## src/rtl/syncpt_pkg.sv

```systemverilog
package syncpt_pkg;
   localparam int ADDR_W = 8;
   typedef logic [ADDR_W-1:0] addr_t;

   localparam addr_t ADR_CNT    = 8'h00;
   localparam addr_t ADR_THR    = 8'h10;
   localparam addr_t ADR_MANINC = 8'h20;
   localparam addr_t ADR_ARM    = 8'h21;
   localparam addr_t ADR_CLR    = 8'h22;
   localparam addr_t ADR_ROUTE  = 8'h23;

   localparam int IDX_W = 8;
   typedef struct packed {
      logic             en;   // bit 8
      logic [IDX_W-1:0] idx;  // bits 7:0
   } route_t;
endpackage

```

## src/rtl/syncpt_counter.sv

```systemverilog
module syncpt_counter #(
   parameter int CNT_W = 32
) (
   input  logic             clk,
   input  logic             rst_n,
   input  logic             inc_hw,
   input  logic             inc_sw,
   input  logic             inc_vs,
   input  logic             thr_we,
   input  logic [CNT_W-1:0] thr_wdata,
   input  logic             arm_we,
   input  logic             arm_wbit,
   input  logic             clr,
   output logic [CNT_W-1:0] count,
   output logic [CNT_W-1:0] thresh,
   output logic             armed,
   output logic             irq
);
   generate
      if (CNT_W < 2) begin : g_bad_width
         $error("syncpt_counter: CNT_W must be at least 2");
      end
   endgenerate

   logic [CNT_W-1:0] count_q, thr_q;
   logic             arm_q, irq_q, arm_nx, reach, irq_d;
   logic [1:0]       step;
   logic [CNT_W-1:0] diff;

   assign step   = {1'b0, inc_hw} + {1'b0, inc_sw} + {1'b0, inc_vs};
   assign diff   = count_q - thr_q;
   assign reach  = ~diff[CNT_W-1];
   assign arm_nx = arm_we ? arm_wbit : arm_q;
   assign irq_d  = arm_nx & ~clr & (irq_q | (arm_q & reach));

   always_ff @(posedge clk) begin
      if (!rst_n) begin
         count_q <= '0;
         thr_q   <= '0;
         arm_q   <= 1'b0;
         irq_q   <= 1'b0;
      end else begin
         count_q <= count_q + CNT_W'(step);
         if (thr_we) thr_q <= thr_wdata;
         arm_q <= arm_nx;
         irq_q <= irq_d;
      end
   end

   assign count  = count_q;
   assign thresh = thr_q;
   assign armed  = arm_q;
   assign irq    = irq_q;

   assert_single_step_R1: assert property (@(posedge clk) disable iff (!rst_n)
      (inc_hw && !inc_sw && !inc_vs) |=> count_q == $past(count_q) + CNT_W'(1));
   assert_double_step_R3: assert property (@(posedge clk) disable iff (!rst_n)
      (inc_hw && inc_sw && !inc_vs) |=> count_q == $past(count_q) + CNT_W'(2));
   assert_idle_hold_R4: assert property (@(posedge clk) disable iff (!rst_n)
      (!inc_hw && !inc_sw && !inc_vs) |=> $stable(count_q));
   assert_rise_reached_R6: assert property (@(posedge clk) disable iff (!rst_n)
      $rose(irq_q) |-> $past(arm_q && reach));
   assert_clear_drops_R7: assert property (@(posedge clk) disable iff (!rst_n)
      clr |=> !irq_q);
   assert_irq_needs_arm_R8: assert property (@(posedge clk) disable iff (!rst_n)
      irq_q |-> arm_q);
endmodule

```

## src/rtl/syncpt_route.sv

```systemverilog
module syncpt_route #(
   parameter int NUM_PTS = 8,
   parameter int IDX_W   = 8
) (
   input  logic               clk,
   input  logic               rst_n,
   input  logic               vsync,
   input  logic               route_en,
   input  logic [IDX_W-1:0]   route_idx,
   output logic [NUM_PTS-1:0] hit
);
   generate
      if (NUM_PTS > (1 << IDX_W)) begin : g_bad_idx
         $error("syncpt_route: IDX_W too narrow for NUM_PTS");
      end
      for (genvar g = 0; g < NUM_PTS; g++) begin : g_hit
         assign hit[g] = vsync & route_en & (route_idx == IDX_W'(g));
      end
   endgenerate

   assert_route_onehot_R9: assert property (@(posedge clk) disable iff (!rst_n)
      $onehot0(hit));
   assert_route_range_R10: assert property (@(posedge clk) disable iff (!rst_n)
      (!route_en || int'(route_idx) >= NUM_PTS) |-> hit == '0);
endmodule

```

## src/rtl/syncpt_bank.sv

```systemverilog
module syncpt_bank
   import syncpt_pkg::*;
#(
   parameter int NUM_PTS = 8,
   parameter int CNT_W   = 32
) (
   input  logic               clk,
   input  logic               rst_n,
   input  logic               bus_wr,
   input  logic [ADDR_W-1:0]  bus_addr,
   input  logic [CNT_W-1:0]   bus_wdata,
   output logic [CNT_W-1:0]   bus_rdata,
   input  logic [NUM_PTS-1:0] hw_evt,
   input  logic               vsync,
   output logic [NUM_PTS-1:0] irq
);
   localparam int ROUTE_W = $bits(route_t);

   generate
      if (NUM_PTS < 1 || NUM_PTS > 16) begin : g_bad_num
         $error("syncpt_bank: NUM_PTS must be 1..16");
      end
      if (CNT_W < ROUTE_W || CNT_W < NUM_PTS) begin : g_bad_cw
         $error("syncpt_bank: CNT_W too narrow for control words");
      end
   endgenerate

   route_t             route_q;
   logic [NUM_PTS-1:0] vs_hit, man_inc, clr_bits, thr_we, arm_bits;
   logic               arm_we;
   logic [CNT_W-1:0]   cnt_v [NUM_PTS];
   logic [CNT_W-1:0]   thr_v [NUM_PTS];

   assign arm_we   = bus_wr && bus_addr == ADR_ARM;
   assign man_inc  = (bus_wr && bus_addr == ADR_MANINC) ? bus_wdata[NUM_PTS-1:0] : '0;
   assign clr_bits = (bus_wr && bus_addr == ADR_CLR) ? bus_wdata[NUM_PTS-1:0] : '0;

   always_ff @(posedge clk) begin
      if (!rst_n) route_q <= '0;
      else if (bus_wr && bus_addr == ADR_ROUTE) route_q <= route_t'(bus_wdata[ROUTE_W-1:0]);
   end

   syncpt_route #(.NUM_PTS(NUM_PTS), .IDX_W(IDX_W)) i_route (
      .clk(clk), .rst_n(rst_n), .vsync(vsync),
      .route_en(route_q.en), .route_idx(route_q.idx), .hit(vs_hit)
   );

   generate
      for (genvar g = 0; g < NUM_PTS; g++) begin : g_pt
         assign thr_we[g] = bus_wr && bus_addr == addr_t'(ADR_THR + g);
         syncpt_counter #(.CNT_W(CNT_W)) i_cnt (
            .clk(clk), .rst_n(rst_n),
            .inc_hw(hw_evt[g]), .inc_sw(man_inc[g]), .inc_vs(vs_hit[g]),
            .thr_we(thr_we[g]), .thr_wdata(bus_wdata),
            .arm_we(arm_we), .arm_wbit(bus_wdata[g]), .clr(clr_bits[g]),
            .count(cnt_v[g]), .thresh(thr_v[g]), .armed(arm_bits[g]), .irq(irq[g])
         );
      end
   endgenerate

   always_comb begin
      bus_rdata = '0;
      for (int i = 0; i < NUM_PTS; i++) begin
         if (bus_addr == addr_t'(ADR_CNT + i)) bus_rdata = cnt_v[i];
         if (bus_addr == addr_t'(ADR_THR + i)) bus_rdata = thr_v[i];
      end
      if (bus_addr == ADR_ARM)   bus_rdata = CNT_W'(arm_bits);
      if (bus_addr == ADR_CLR)   bus_rdata = CNT_W'(irq);
      if (bus_addr == ADR_ROUTE) bus_rdata = CNT_W'(route_q);
   end

   assert_route_hold_R9: assert property (@(posedge clk) disable iff (!rst_n)
      !(bus_wr && bus_addr == ADR_ROUTE) |=> $stable(route_q));
   assert_maninc_reads_zero_R2: assert property (@(posedge clk) disable iff (!rst_n)
      (bus_addr == ADR_MANINC) |-> bus_rdata == '0);
endmodule

```

## config.mk

```make
export PLATFORM = sky130hd
export DESIGN_NAME = syncpt_bank
export DESIGN_NICKNAME = d
export VERILOG_FILES = /design/src/rtl/syncpt_pkg.sv /design/src/rtl/syncpt_counter.sv /design/src/rtl/syncpt_route.sv /design/src/rtl/syncpt_bank.sv
export SDC_FILE = /design/constraint.sdc
export NUM_CORES = 2
export LEC_CHECK = 0
export ABC_CLOCK_PERIOD_IN_PS = 10900
export BUFFER_PORTS_ARGS = -buffer_cell sky130_fd_sc_hd__buf_4
export CAP_MARGIN = 20
export CORE_UTILIZATION = 45
export CTS_BUF_LIST = sky130_fd_sc_hd__clkbuf_2 sky130_fd_sc_hd__clkbuf_4 sky130_fd_sc_hd__clkbuf_8
export DETAILED_ROUTE_END_ITERATION = 16
export PLACE_DENSITY = 0.68
export SYNTH_ARGS = -nofsm -noshare
export SYNTH_HDL_FRONTEND = slang
export SYNTH_SLANG_ARGS = --single-unit
```

## constraint.sdc

```tcl
create_clock -name clk -period 10.9 [get_ports clk]
set_input_delay 1.09 -clock clk [delete_from_list [all_inputs] [get_ports clk]]
set_output_delay 1.09 -clock clk [all_outputs]
set_load 0.01 [all_outputs]
```

# [Word level (Yosys, flattened, before mapping)]
# Index checks and enable logic that the tools add are counted.
[totals] wordCells=192 out_inout_bits=40 reg_bits=537
[classes] addsub=32 eq_ne=26 reduce_logical=14 bitwise_logic=57 muxes=29
[ops] operator="$mux W32" count=19
[ops] operator="$add A32 B2 Y32" count=8
[ops] operator="$sub A32 B32 Y32" count=8
[ops] operator="$eq A8 B3 Y1 const B" count=8
[ops] operator="$eq A8 B5 Y1 const B" count=8
[ops] operator="$and A1 B1 Y1" count=33
[ops] operator="$eq A8 B2 Y1 const B" count=4
[ops] operator="$eq A8 B6 Y1 const B" count=4
[ops] operator="$add A1 B1 Y2" count=8
[ops] operator="$add A2 B1 Y2" count=8
[ops] operator="$eq A8 B1 Y1 const B" count=2
[ops] operator="$logic_not A8 Y1" count=2
[ops] operator="$mux W8" count=2
[ops] operator="$not A1 Y1" count=16
[ops] operator="$logic_and A1 B1 Y1" count=12
[ops] operator="$mux W1" count=8
[ops] operator="$or A1 B1 Y1" count=8

# [Longest topological paths before layout]
[logic_depth] ltp_word=20 mapped_depth=17 depth_no_buf=14

# [Hierarchy]
# Synthesis repeated with hierarchy kept, for this count alone.
[hier_totals] cells_unflattened=4016 hier_area_um2=34783.4
[by_module_without_submodules] mod="syncpt_counter at g_pt[1].i_cnt ..." instances=7 cells_each=378 area_each_um2=3568.4
[by_module_without_submodules] mod="syncpt_bank" instances=1 cells_each=968 area_each_um2=6112.1
[by_module_without_submodules] mod="syncpt_counter at g_pt[0].i_cnt" instances=1 cells_each=387 area_each_um2=3590.9
[by_module_without_submodules] mod="syncpt_route" instances=1 cells_each=15 area_each_um2=101.3

# [Worst setup path before layout]
# Ideal clock, no wire load.
[synth_path] path_type="input port to flip-flop" start="in bus_addr[4]" end="reg g_pt[6].i_cnt.count_q[18]" setup_slack_ns=6.561 cell_stages=17 n_path_buf=3 setup_ns=0.115 arrival_ns=4.224 cell_sequence="buf_4 inv_1 and3_1 clkbuf_1 nand2_1 nor2_1 and2_1 fa_1 ha_1 fa_1 and2_0 clkbuf_1 nand2_1 nor2_1 and3_1 xor2_1 and2_1"
[synth_between] elab_chain_len=6
[synth_lines] item="from (decl)" line_no="syncpt_bank.sv:10" rtl="input logic [ADDR_W-1:0] bus_addr,"
[synth_lines] item="$eq A8 B6 Y1" line_no="syncpt_bank.sv:35" rtl="assign man_inc = (bus_wr && bus_addr == ADR_MANINC) ? bus_wdata[NUM_PTS-1:0] : '0;"
[synth_lines] item="$logic_and A1 B1 Y1" line_no="syncpt_bank.sv:35"
[synth_lines] item="$mux W8" line_no="syncpt_bank.sv:35"
[synth_lines] item="$add A1 B1 Y2" line_no="syncpt_counter.sv:30" rtl="assign step = {1'b0, inc_hw} + {1'b0, inc_sw} + {1'b0, inc_vs};"
[synth_lines] item="$add A2 B1 Y2" line_no="syncpt_counter.sv:30"
[synth_lines] item="$add A32 B2 Y32" line_no="syncpt_counter.sv:43" rtl="count_q <= count_q + CNT_W'(step);"
[synth_lines] item="to (signal assigned)" line_no="syncpt_counter.sv:43"
[synth_lines] item="to (decl)" line_no="syncpt_counter.sv:25" rtl="logic [CNT_W-1:0] count_q, thr_q;"
# No other way between the ends.
# A chain may end at the register's enable or synchronous reset.

# [Final worst setup path]
[layout_path] start="in bus_addr[0]" end="out bus_rdata[19]"
[layout_between] elab_chain_len=20 elab_cells_between_ends=38
[layout_lines] item="$logic_not A8 Y1" line_no="syncpt_bank.sv:64" rtl="if (bus_addr == addr_t'(ADR_CNT + i)) bus_rdata = cnt_v[i];"
[layout_lines] item="$mux W32" line_no="syncpt_bank.sv:64"
[layout_lines] item="$mux W32" line_no="syncpt_bank.sv:65" rtl="if (bus_addr == addr_t'(ADR_THR + i)) bus_rdata = thr_v[i];"
[layout_lines] item="$mux W32" line_no="syncpt_bank.sv:64"
[layout_lines] item="$mux W32" line_no="syncpt_bank.sv:65"
[layout_lines] item="$mux W32" line_no="syncpt_bank.sv:64"
[layout_lines] item="$mux W32" line_no="syncpt_bank.sv:65"
[layout_lines] item="$mux W32" line_no="syncpt_bank.sv:64"
[layout_lines] item="[... 4 more ...]"
[layout_lines] item="$mux W32" line_no="syncpt_bank.sv:65"
[layout_lines] item="$mux W32" line_no="syncpt_bank.sv:64"
[layout_lines] item="$mux W32" line_no="syncpt_bank.sv:65"
[layout_lines] item="$mux W32" line_no="syncpt_bank.sv:64"
[layout_lines] item="$mux W32" line_no="syncpt_bank.sv:65"
[layout_lines] item="$mux W32" line_no="syncpt_bank.sv:67" rtl="if (bus_addr == ADR_ARM) bus_rdata = CNT_W'(arm_bits);"
[layout_lines] item="$mux W32" line_no="syncpt_bank.sv:68" rtl="if (bus_addr == ADR_CLR) bus_rdata = CNT_W'(irq);"
[layout_lines] item="$mux W32 *" line_no="syncpt_bank.sv:69" rtl="if (bus_addr == ADR_ROUTE) bus_rdata = CNT_W'(route_q);"
[layout_lines] item="to (decl)" line_no="syncpt_bank.sv:12" rtl="output logic [CNT_W-1:0] bus_rdata,"
# Every way passes the cells marked *; elsewhere a longest branch is shown, timed or not.

==> results.cfg <==
[outcome]
status = finished, final reports clean

[floorplan]
io_pins = 92
die_height_um = 275.4
num_rows = 99
fp.dieW_um = 275.4
initial_core_util = 0.4580
die-area_um2 = 75850
coreArea_um2 = 73450

[layout]
stdcell_count = 5271
fill_cells = 7099
area_delta_synth_final_pct = 9.801
layout.area.seq_um2 = 10750
fin_area_um2 = 36940
fin_nets = 4558
multiInputGateArea_um2 = 20720
drive_gt1_frac = 0.08770

[yosys]
synthArstFlopShare = 0
synth_compound_area_frac = 0.1999
synth-simple-area-share = 0.2341
synth_top_family_by_area = simple AND/OR/NAND/NOR gates
syn_area_um2 = 33640
synth_fa_ha_area_frac = 0.1047
synth_xor_area_frac = 0.05442
synth_cell_types = 87
synth.avg_cell_area_um2 = 7.911
ys_seq_elements = 537
yosys_warnings = 0
syn_nets = 4576
synth_edf_count = 0
synthFlopType = dfxtp_1
ys_seq_area_frac = 0.3196
synthMuxAreaShare = 0.02001
postSynthCellCount = 4252

[pwr]
internal_power_w = 0.003266
p_comb_frac = 0.058
swShare = 0.2510
power_leakage_nw = 13.60
power_density_nw_per_um2 = 118.0
vdd_drop_max_uv = 120.1
p_seq_frac = 0.455
p_sw_w = 0.001094
pwr-share-clk = 0.487

[global_routing]
grt_pass1_vias = 28837
grtUsageTotal = 0.3243
antenna_found_initial = 4
grt_overflow = 0
grt_pass1_wl_um = 184900
grt_max_degree = 136

[clocking]
numCtsBuffers = 96
clk_latency_ps = 730
tritoncts = yes
ctsRootBufferMaster = clkbuf_8
cts_setup_buffers = 0
clkTransAtPathRegs_ps = 60
post_cts_resize_count = 0
cts_sinks = 537
cts.htree.levels = 3
cts_max_path_buffers = 3
cts_hold_buf = 0

[placed_design]
dpl_cell_area_um2 = 34730
dpl_worst_slack_ps = 4962
gp_congestion = 1.022
port_buffers = 91
dpl.hpwl_um = 91770
dp.cells = 5091

[timing]
fin_skew_ps = 31.29
rsz0062_at_grt = no
worst_pin_slew_ps = 1196
setup_slack_ps = 4747
hold_viol = 0
final.setup.tns_ps = 0
fin_crit_sh = 0.5645
slew_viol_final = 0
fin_crit_ps = 6153
maxSlewHeadroom = 0.1997
fmax_mhz = 162.5
setup_viol = 0

[route]
vias = 31691
drt-total-wl_um = 124300
drt_first_iter_violations = 3736
routedWlPerCell_um = 23.58
vias_per_cell = 6.012
ant_nets = 0
drtPass1Iterations = 7
drc = 0

[critical_path]
crit_path_start_kind = input port
required_ps = 9810
cp_max_fo = 46
cp-end-kind = primary output
crit_type = in2out
cp.arrival_ps = 5060
regToRegSetupSlack_ps = 6300

[run]
maxCapViolations = 0

[hold_path]
hold_path.class = reg2reg
==> cell type report <==
| type | count | area share |
|---|---|---|
| flip-flops and latches | 537 | 0.2911 |
| multi-input cells | 3182 | 0.5610 |
| well taps | 959 | 0.03249 |
| clock inverters | 13 | 0.003320 |
| repair buffers | 137 | 0.02846 |
| clock buffers | 161 | 0.05508 |
| inverters | 280 | 0.02846 |
| diodes | 2 | 0.0001355 |
==> state kept, by name, summed over array words and instances, names as in the netlist <==
signal             flops
g_pt.i_cnt.count     256
route_q                9
g_pt.i_cnt.thresh    256
g_pt.i_cnt.irq         8
g_pt.i_cnt.armed       8
==> final timing paths <==
kind                             endpoint                    start  cells after the start
setup / recovery            bus_rdata[19]              bus_addr[0]                     11
hold / removal    g_pt[5].i_cnt.thresh[4]  g_pt[5].i_cnt.thresh[4]                      2
setup reg to reg  g_pt[0].i_cnt.count[28]               route_q[4]                     13
hold reg to reg   g_pt[5].i_cnt.thresh[4]  g_pt[5].i_cnt.thresh[4]                      2
==> kinds of logic (layout without fill, tap and decap cells) <==
kind of cell | Yosys count | after routing
and+or+nand+nor | 1632 | 1632
buffers and inverters | 533 | 591
muxes | 64 | 64
adders and majority gates | 272 | 272
AOI/OAI and AO/OA | 1005 | 1005
other | 0 | 2
xor gates and xnor gates | 209 | 209
DFF | 537 | 537
==> through the flow <==
step	total power [W]	utilization	hold slack [ps]
2_1_floorplan	0.002164	-	435.1
3_3_place_gp	0.002267	0.4728	440.1
3_5_place_dp	0.002269	0.4728	445.1
4_1_cts	0.004370	0.5022	453.4
5_1_grt	0.004479	0.5028	474.3
6_report	0.004360	0.5028	455.9
==> critical path: stages <==
cell	delay [ps]
buf_4	440
buf_4	630
nor4bb_4	380
buf_4	430
nand2_1	400
o32ai_1	230
o21ai_0	140
a21oi_1	220
a211oi_1	80
a2111oi_1	740
buf_4	250
==> routing by layer <==
layer	share of wire	GRT usage	vias up
met5	0	0	-
met2	0.42	0.4755	1586
met4	0.058	0.1797	0
met1	0.43	0.4493	15114
met3	0.094	0.05498	315
li1	-	-	14676
==> power by group through the flow <==
stage	Sequential [W]	Clock, W	Combinational [W]
6_report	0.00198	0.00212	0.000253
5_1_grt	0.00198	0.00224	0.000262
4_1_cts	0.00198	0.00214	0.000244
2_1_floorplan	0.00202	0	0.000144
3_5_place_dp	0.00202	0	0.000244
3_3_place_gp	0.00202	0	0.000243
==> cell usage after synthesis, types with 11 or more instances <==
library cell,number,area [µm²]
a211oi_1,30,225.2
a21boi_0,251,1884
a21boi_1,58,435.4
a21o_1,18,135.1
a21oi_1,207,1036
a221oi_1,34,297.8
a22o_1,12,105.1
a22oi_1,27,202.7
a31oi_1,13,81.33
and2_1,230,1439
and3_1,49,306.5
and4_1,21,183.9
buf_2,52,260.3
buf_4,40,300.3
clkbuf_1,147,551.8
dfxtp_1,537,10750
fa_1,16,320.3
ha_1,256,3203
inv_1,279,1047
mux2_2,16,180.2
mux2i_1,47,470.5
nand2_1,800,3003
nand3_1,113,565.5
nand4_1,85,531.8
nor2_1,141,529.3
nor2b_1,25,156.4
nor3_1,53,265.3
o211ai_1,24,180.2
o21ai_0,167,835.8
o221ai_1,16,140.1
o22ai_1,59,369.1
or2_2,11,68.82
or3_1,49,306.5
xnor2_1,156,1366
xor2_1,53,464.2
==> cell usage in the layout (no fill, tap or decap), types with 18 or more instances in the layout <==
cell type  count
a211oi_1      30
a21boi_0     251
a21boi_1      58
a21o_1        18
a21oi_1      207
a221oi_1      34
a22oi_1       27
and2_1       229
and3_1        49
and4_1        21
buf_4        133
clkbuf_4      29
clkbuf_8     132
dfxtp_1      537
ha_1         256
inv_1        279
mux2i_1       47
nand2_1      800
nand3_1      113
nand4_1       85
nor2_1       137
nor2b_1       25
nor3_1        52
o211ai_1      24
o21ai_0      167
o22ai_1       59
or3_1         49
xnor2_1      156
xor2_1        53
(Power assumes the default switching activity.)
